==> src/rtl/uart_irq_ident.sv <==
module uart_irq_ident (
  input  logic        clk,
  input  logic        rst_n,
  input  logic        ls_err,
  input  logic        rx_avail,
  input  logic        rx_tmo,
  input  logic        tx_empty_evt,
  input  logic        modem_chg,
  input  logic        ab_done_evt,
  input  logic        ab_tmo_evt,
  input  logic        en_rx,
  input  logic        en_tx,
  input  logic        en_ls,
  input  logic        en_modem,
  input  logic        en_ab_done,
  input  logic        en_ab_tmo,
  input  logic        fifo_on,
  input  logic        rd_strobe,
  input  logic        ab_done_clr,
  input  logic        ab_tmo_clr,
  output logic [31:0] iir_word,
  output logic        irq
);

  localparam logic [2:0] CODE_LS    = 3'b011;
  localparam logic [2:0] CODE_RX    = 3'b010;
  localparam logic [2:0] CODE_TMO   = 3'b110;
  localparam logic [2:0] CODE_TX    = 3'b001;
  localparam logic [2:0] CODE_MODEM = 3'b000;

  logic tx_pend, ab_done_q, ab_tmo_q, rd_q;
  logic [2:0] code;

  wire act_ls    = ls_err & en_ls;
  wire act_rx    = rx_avail & en_rx;
  wire act_tmo   = rx_tmo & en_rx;
  wire act_tx    = tx_pend & en_tx;
  wire act_modem = modem_chg & en_modem;
  wire any_act   = act_ls | act_rx | act_tmo | act_tx | act_modem;

  always_comb begin
    if (act_ls)       code = CODE_LS;
    else if (act_rx)  code = CODE_RX;
    else if (act_tmo) code = CODE_TMO;
    else if (act_tx)  code = CODE_TX;
    else              code = CODE_MODEM;
  end

  wire [31:0] live_word = {22'd0, ab_tmo_q, ab_done_q, {2{fifo_on}}, 2'b00, code, ~any_act};

  wire rd_first = rd_strobe & ~rd_q;
  wire tx_ack   = rd_first & ~iir_word[0] & (iir_word[3:1] == CODE_TX);

  always_ff @(posedge clk or negedge rst_n) begin
    if (!rst_n) begin
      iir_word  <= 32'h0000_0001;
      rd_q      <= 1'b0;
      tx_pend   <= 1'b0;
      ab_done_q <= 1'b0;
      ab_tmo_q  <= 1'b0;
    end else begin
      if (!rd_strobe) iir_word <= live_word;
      rd_q      <= rd_strobe;
      tx_pend   <= tx_empty_evt | (tx_pend & ~tx_ack);
      ab_done_q <= (ab_done_evt & en_ab_done) | (ab_done_q & ~ab_done_clr);
      ab_tmo_q  <= (ab_tmo_evt & en_ab_tmo) | (ab_tmo_q & ~ab_tmo_clr);
    end
  end

  assign irq = any_act | ab_done_q | ab_tmo_q;

endmodule

==> config.mk <==
export PLATFORM = sky130hd
export DESIGN_NAME = uart_irq_ident
export DESIGN_NICKNAME = d
export VERILOG_FILES = /design/src/rtl/uart_irq_ident.sv
export SDC_FILE = /design/constraint.sdc
export NUM_CORES = 1
export LEC_CHECK = 0
export ABC_AREA = 1
export BUFFER_PORTS_ARGS = -buffer_cell sky130_fd_sc_hd__buf_2
export CAP_MARGIN = 20
export CORE_MARGIN = 4
export CORE_UTILIZATION = 31
export CTS_CLUSTER_DIAMETER = 30
export DETAILED_ROUTE_END_ITERATION = 6
export PLACE_DENSITY = 0.62
export SYNTH_ARGS = -nofsm -noshare
export SYNTH_HDL_FRONTEND = slang
export SYNTH_SLANG_ARGS = --single-unit
==> constraint.sdc <==
create_clock -name clk -period 1.7 [get_ports clk]
set_clock_uncertainty 0.05 [all_clocks]
set_input_delay 0.085 -clock clk [delete_from_list [all_inputs] [get_ports clk]]
set_output_delay 0.085 -clock clk [all_outputs]
set_load 0.05 [all_outputs]
==> reports/qor.csv <==
metric,value,unit
# diodes,0,
Worst Hold End,iir_word[3]$_DFFE_PN0N_,
number of fill cells,220,
worst-skew pair later-pin latency,0.27,ns
Final #Nets,139,
share of the clock period used by the worst path,0.7586,
Die Wd,55.07,µm
CP startpoint kind,primary input,
Synth Area in Compound Gates,0.05100,
CP arrival,1.45,ns
min Tclk post-route,1.290,ns
H-tree depth,1,
Post-Syn Instances,84,
vias per cell,3.753,
final wirelength,1336,µm
largest family of logic cells by synthesized area,buffers and inverters,
drt initial violations,4,
sw power,340.2,µW
final hold violation count,0,
first-pass GRT wire length,1835,µm
I/O Buffers,27,
WP data required,1.86,ns
Yosys reg bits,11,
switching share of power,0.4411,
routability congestion estimate,0.7535,
reg2reg setup slack,0.45,ns
max_cap viols,0,
via count,548,
Final Worst Setup Slack,0.4104,ns
RR Endpoint,ab_tmo_q$_DFF_PN0_,
hold_sp,rx_avail,
Placed Instance Area,743.2,µm²
core area,2042,µm²
Sink Count,11,
largest net degree at the start of global routing,12,
Pwr Density,917.3,nW/µm²
height of the die,55.07,µm
Worst R2R Start,ab_tmo_q$_DFF_PN0_,
fraction of layout cells with a size suffix above 1,0.3025,
post-synthesis adder-cell area fraction,0,
Final HPWL DP,1067,µm
Crit Path Category,primary input to flop,
syn_area_per_cell,8.177,µm²
drt drc,0,
Util after Layout,0.4118,
post-route ant nets,0,
root buf cell,clkbuf_4,
endpoints failing setup,0,
TritonCTS clock tree,built,
cts repair resizes,0,
vias in the first global route,478,
TritonCTS buffer count,3,
Inst Count DP,135,
TritonRoute pass-1 iters,2,
RSZ-0062 raised after global routing,no,
"Reg clk slew, reported paths",0.07,ns
Setup crit end kind,flop,
static leakage,0.4886,nW
fin cells,146,
xor/xnor share of the synthesized area,0,
slowest CP cell,dlygate4sd3_1,
antenna violations before repair,0,
Hold Path Stages,4,
Logic pwr share,0.385,
synthesized area,686.9,µm²
Initial Util,0.3364,
sequential area share after synthesis,0.4026,
reg2reg path depth,3,
achievable frequency,0.7754,GHz
CP most frequent cell,dlygate4sd3_1,
post-synth cell types,17,
proportion of synthesized area in mux cells,0,
"Design Area, Final",840.8,µm²
Synth Area in Simple Gates,0.2004,
io pins,52,
PnR Total Power,771.2,µW
die area,3033,µm²
Max stage delay on crit path,0.57,ns
WL/cell,9.151,µm
dpl ws,0.7023,ns
Setup TNS,0,ns
synth warn,0,
Hold Slack,0.02475,ns
clk buf depth,2,
clock share of power,0.228,
Layout area overhead,22.40,%
row count,16,
cells along the critical path,dlygate4sd3_1 > buf_2 > o21ai_0 > dlygate4sd3_1,
Final Slew Violations,0,
sequential power share,0.387,
Total GRT Usage,0.08791,
Cell Int Power,431.0,µW
gr ovfl total,0,
"critical path fanouts, max",1,
worst vdd ir,477.8,µV
status,completed,
HP Class,primary input to flop,
==> repair_timing <==
action                                  in CTS  in global routing
hold endpoints to repair                    15                  0
endpoints found under the setup margin       0                  0
hold buffers                                 7                  0
buffers inserted                             0                  0
==> flip-flops by register name (all words and copies together), names as in the netlist <==
register,count
ab_done_q,1
ab_tmo_q,1
iir_word,7
rd_q,1
tx_pend,1
==> worst max-delay path by stage <==
stage | startpoint | to | slack (ns) | cells past startpoint
floorplan | tx_pend$_DFF_PN0_ | irq | 0.56 | 4
global placement | tx_pend$_DFF_PN0_ | irq | 0.71 | 5
detailed placement | tx_pend$_DFF_PN0_ | irq | 0.70 | 5
CTS | tx_pend$_DFF_PN0_ | irq | 0.40 | 5
global route | tx_pend$_DFF_PN0_ | irq | 0.30 | 5
finish | ab_tmo_clr | ab_tmo_q$_DFF_PN0_ | 0.41 | 4
==> kinds of logic after synthesis <==
kind of cell / Yosys count
AO/OA/AOI/OAI: 7
buffers and inverters: 34
flip-flops: 11
other: 1
AND/OR/NAND/NOR: 31
==> cells in the final DEF, fill, tap and decap left out <==
cell | Yosys | layout
buf_2 | 0 | 27
conb_1 | 1 | 24
nand2_1 | 20 | 20
dfrtp_1 | 10 | 10
inv_1 | 7 | 7
dlygate4sd3_1 | 0 | 7
nor2_1 | 5 | 5
o21ai_0 | 4 | 4
clkbuf_4 | 0 | 3
a21oi_1 | 2 | 2
nand3_1 | 2 | 2
inv_6 | 1 | 1
nor2_4 | 1 | 1
nand3_2 | 1 | 1
nor2_2 | 1 | 1
nand4_1 | 1 | 1
o21ai_1 | 1 | 1
clkinv_2 | 0 | 1
dfstp_2 | 1 | 1
==> power groups by stage <==
stage | sequential (mW) | clock (mW) | combinational (mW)
detailed placement | 0.304 | 0 | 0.282
CTS | 0.298 | 0.184 | 0.298
finish | 0.298 | 0.176 | 0.297
floorplan | 0.361 | 0 | 0.218
global placement | 0.303 | 0 | 0.280
global route | 0.302 | 0.195 | 0.318
==> cells in the mapped netlist <==
cell type	number	area, µm²
buf_4	25	187.7
nand2_1	20	75.07
dfrtp_1	10	250.2
inv_1	7	26.28
nor2_1	5	18.77
o21ai_0	4	20.02
a21oi_1	2	10.01
nand3_1	2	10.01
buf_6	1	11.26
conb_1	1	3.750
dfstp_2	1	26.28
inv_6	1	8.760
nand3_2	1	10.01
nand4_1	1	6.260
nor2_2	1	6.260
nor2_4	1	11.26
o21ai_1	1	5.000
==> area by class of cell <==
| class | instances | area, µm² | share of cell area |
|---|---|---|---|
| repair buffers | 34 | 205.2 | 0.2440 |
| flip-flops and latches | 11 | 276.5 | 0.3289 |
| multi-input cells | 62 | 262.8 | 0.3125 |
| clock buffers | 3 | 22.52 | 0.02679 |
| clock inverters | 1 | 5.005 | 0.005952 |
| well taps | 27 | 33.78 | 0.04018 |
| inverters | 8 | 35.03 | 0.04167 |
==> critical path, delay by kind of cell <==
kind	cells	cell delay [ns]
AO/OA/AOI/OAI	1	0.16
buffers and inverters	3	1.21
==> layer usage <==
layer | part of all wire | global-route usage
met4 | 0 | 0.02429
met5 | 0 | 0
met2 | 0.48 | 0.1437
met1 | 0.36 | 0.09508
met3 | 0.16 | 0.05362
Power figures use the tool's default switching activity.
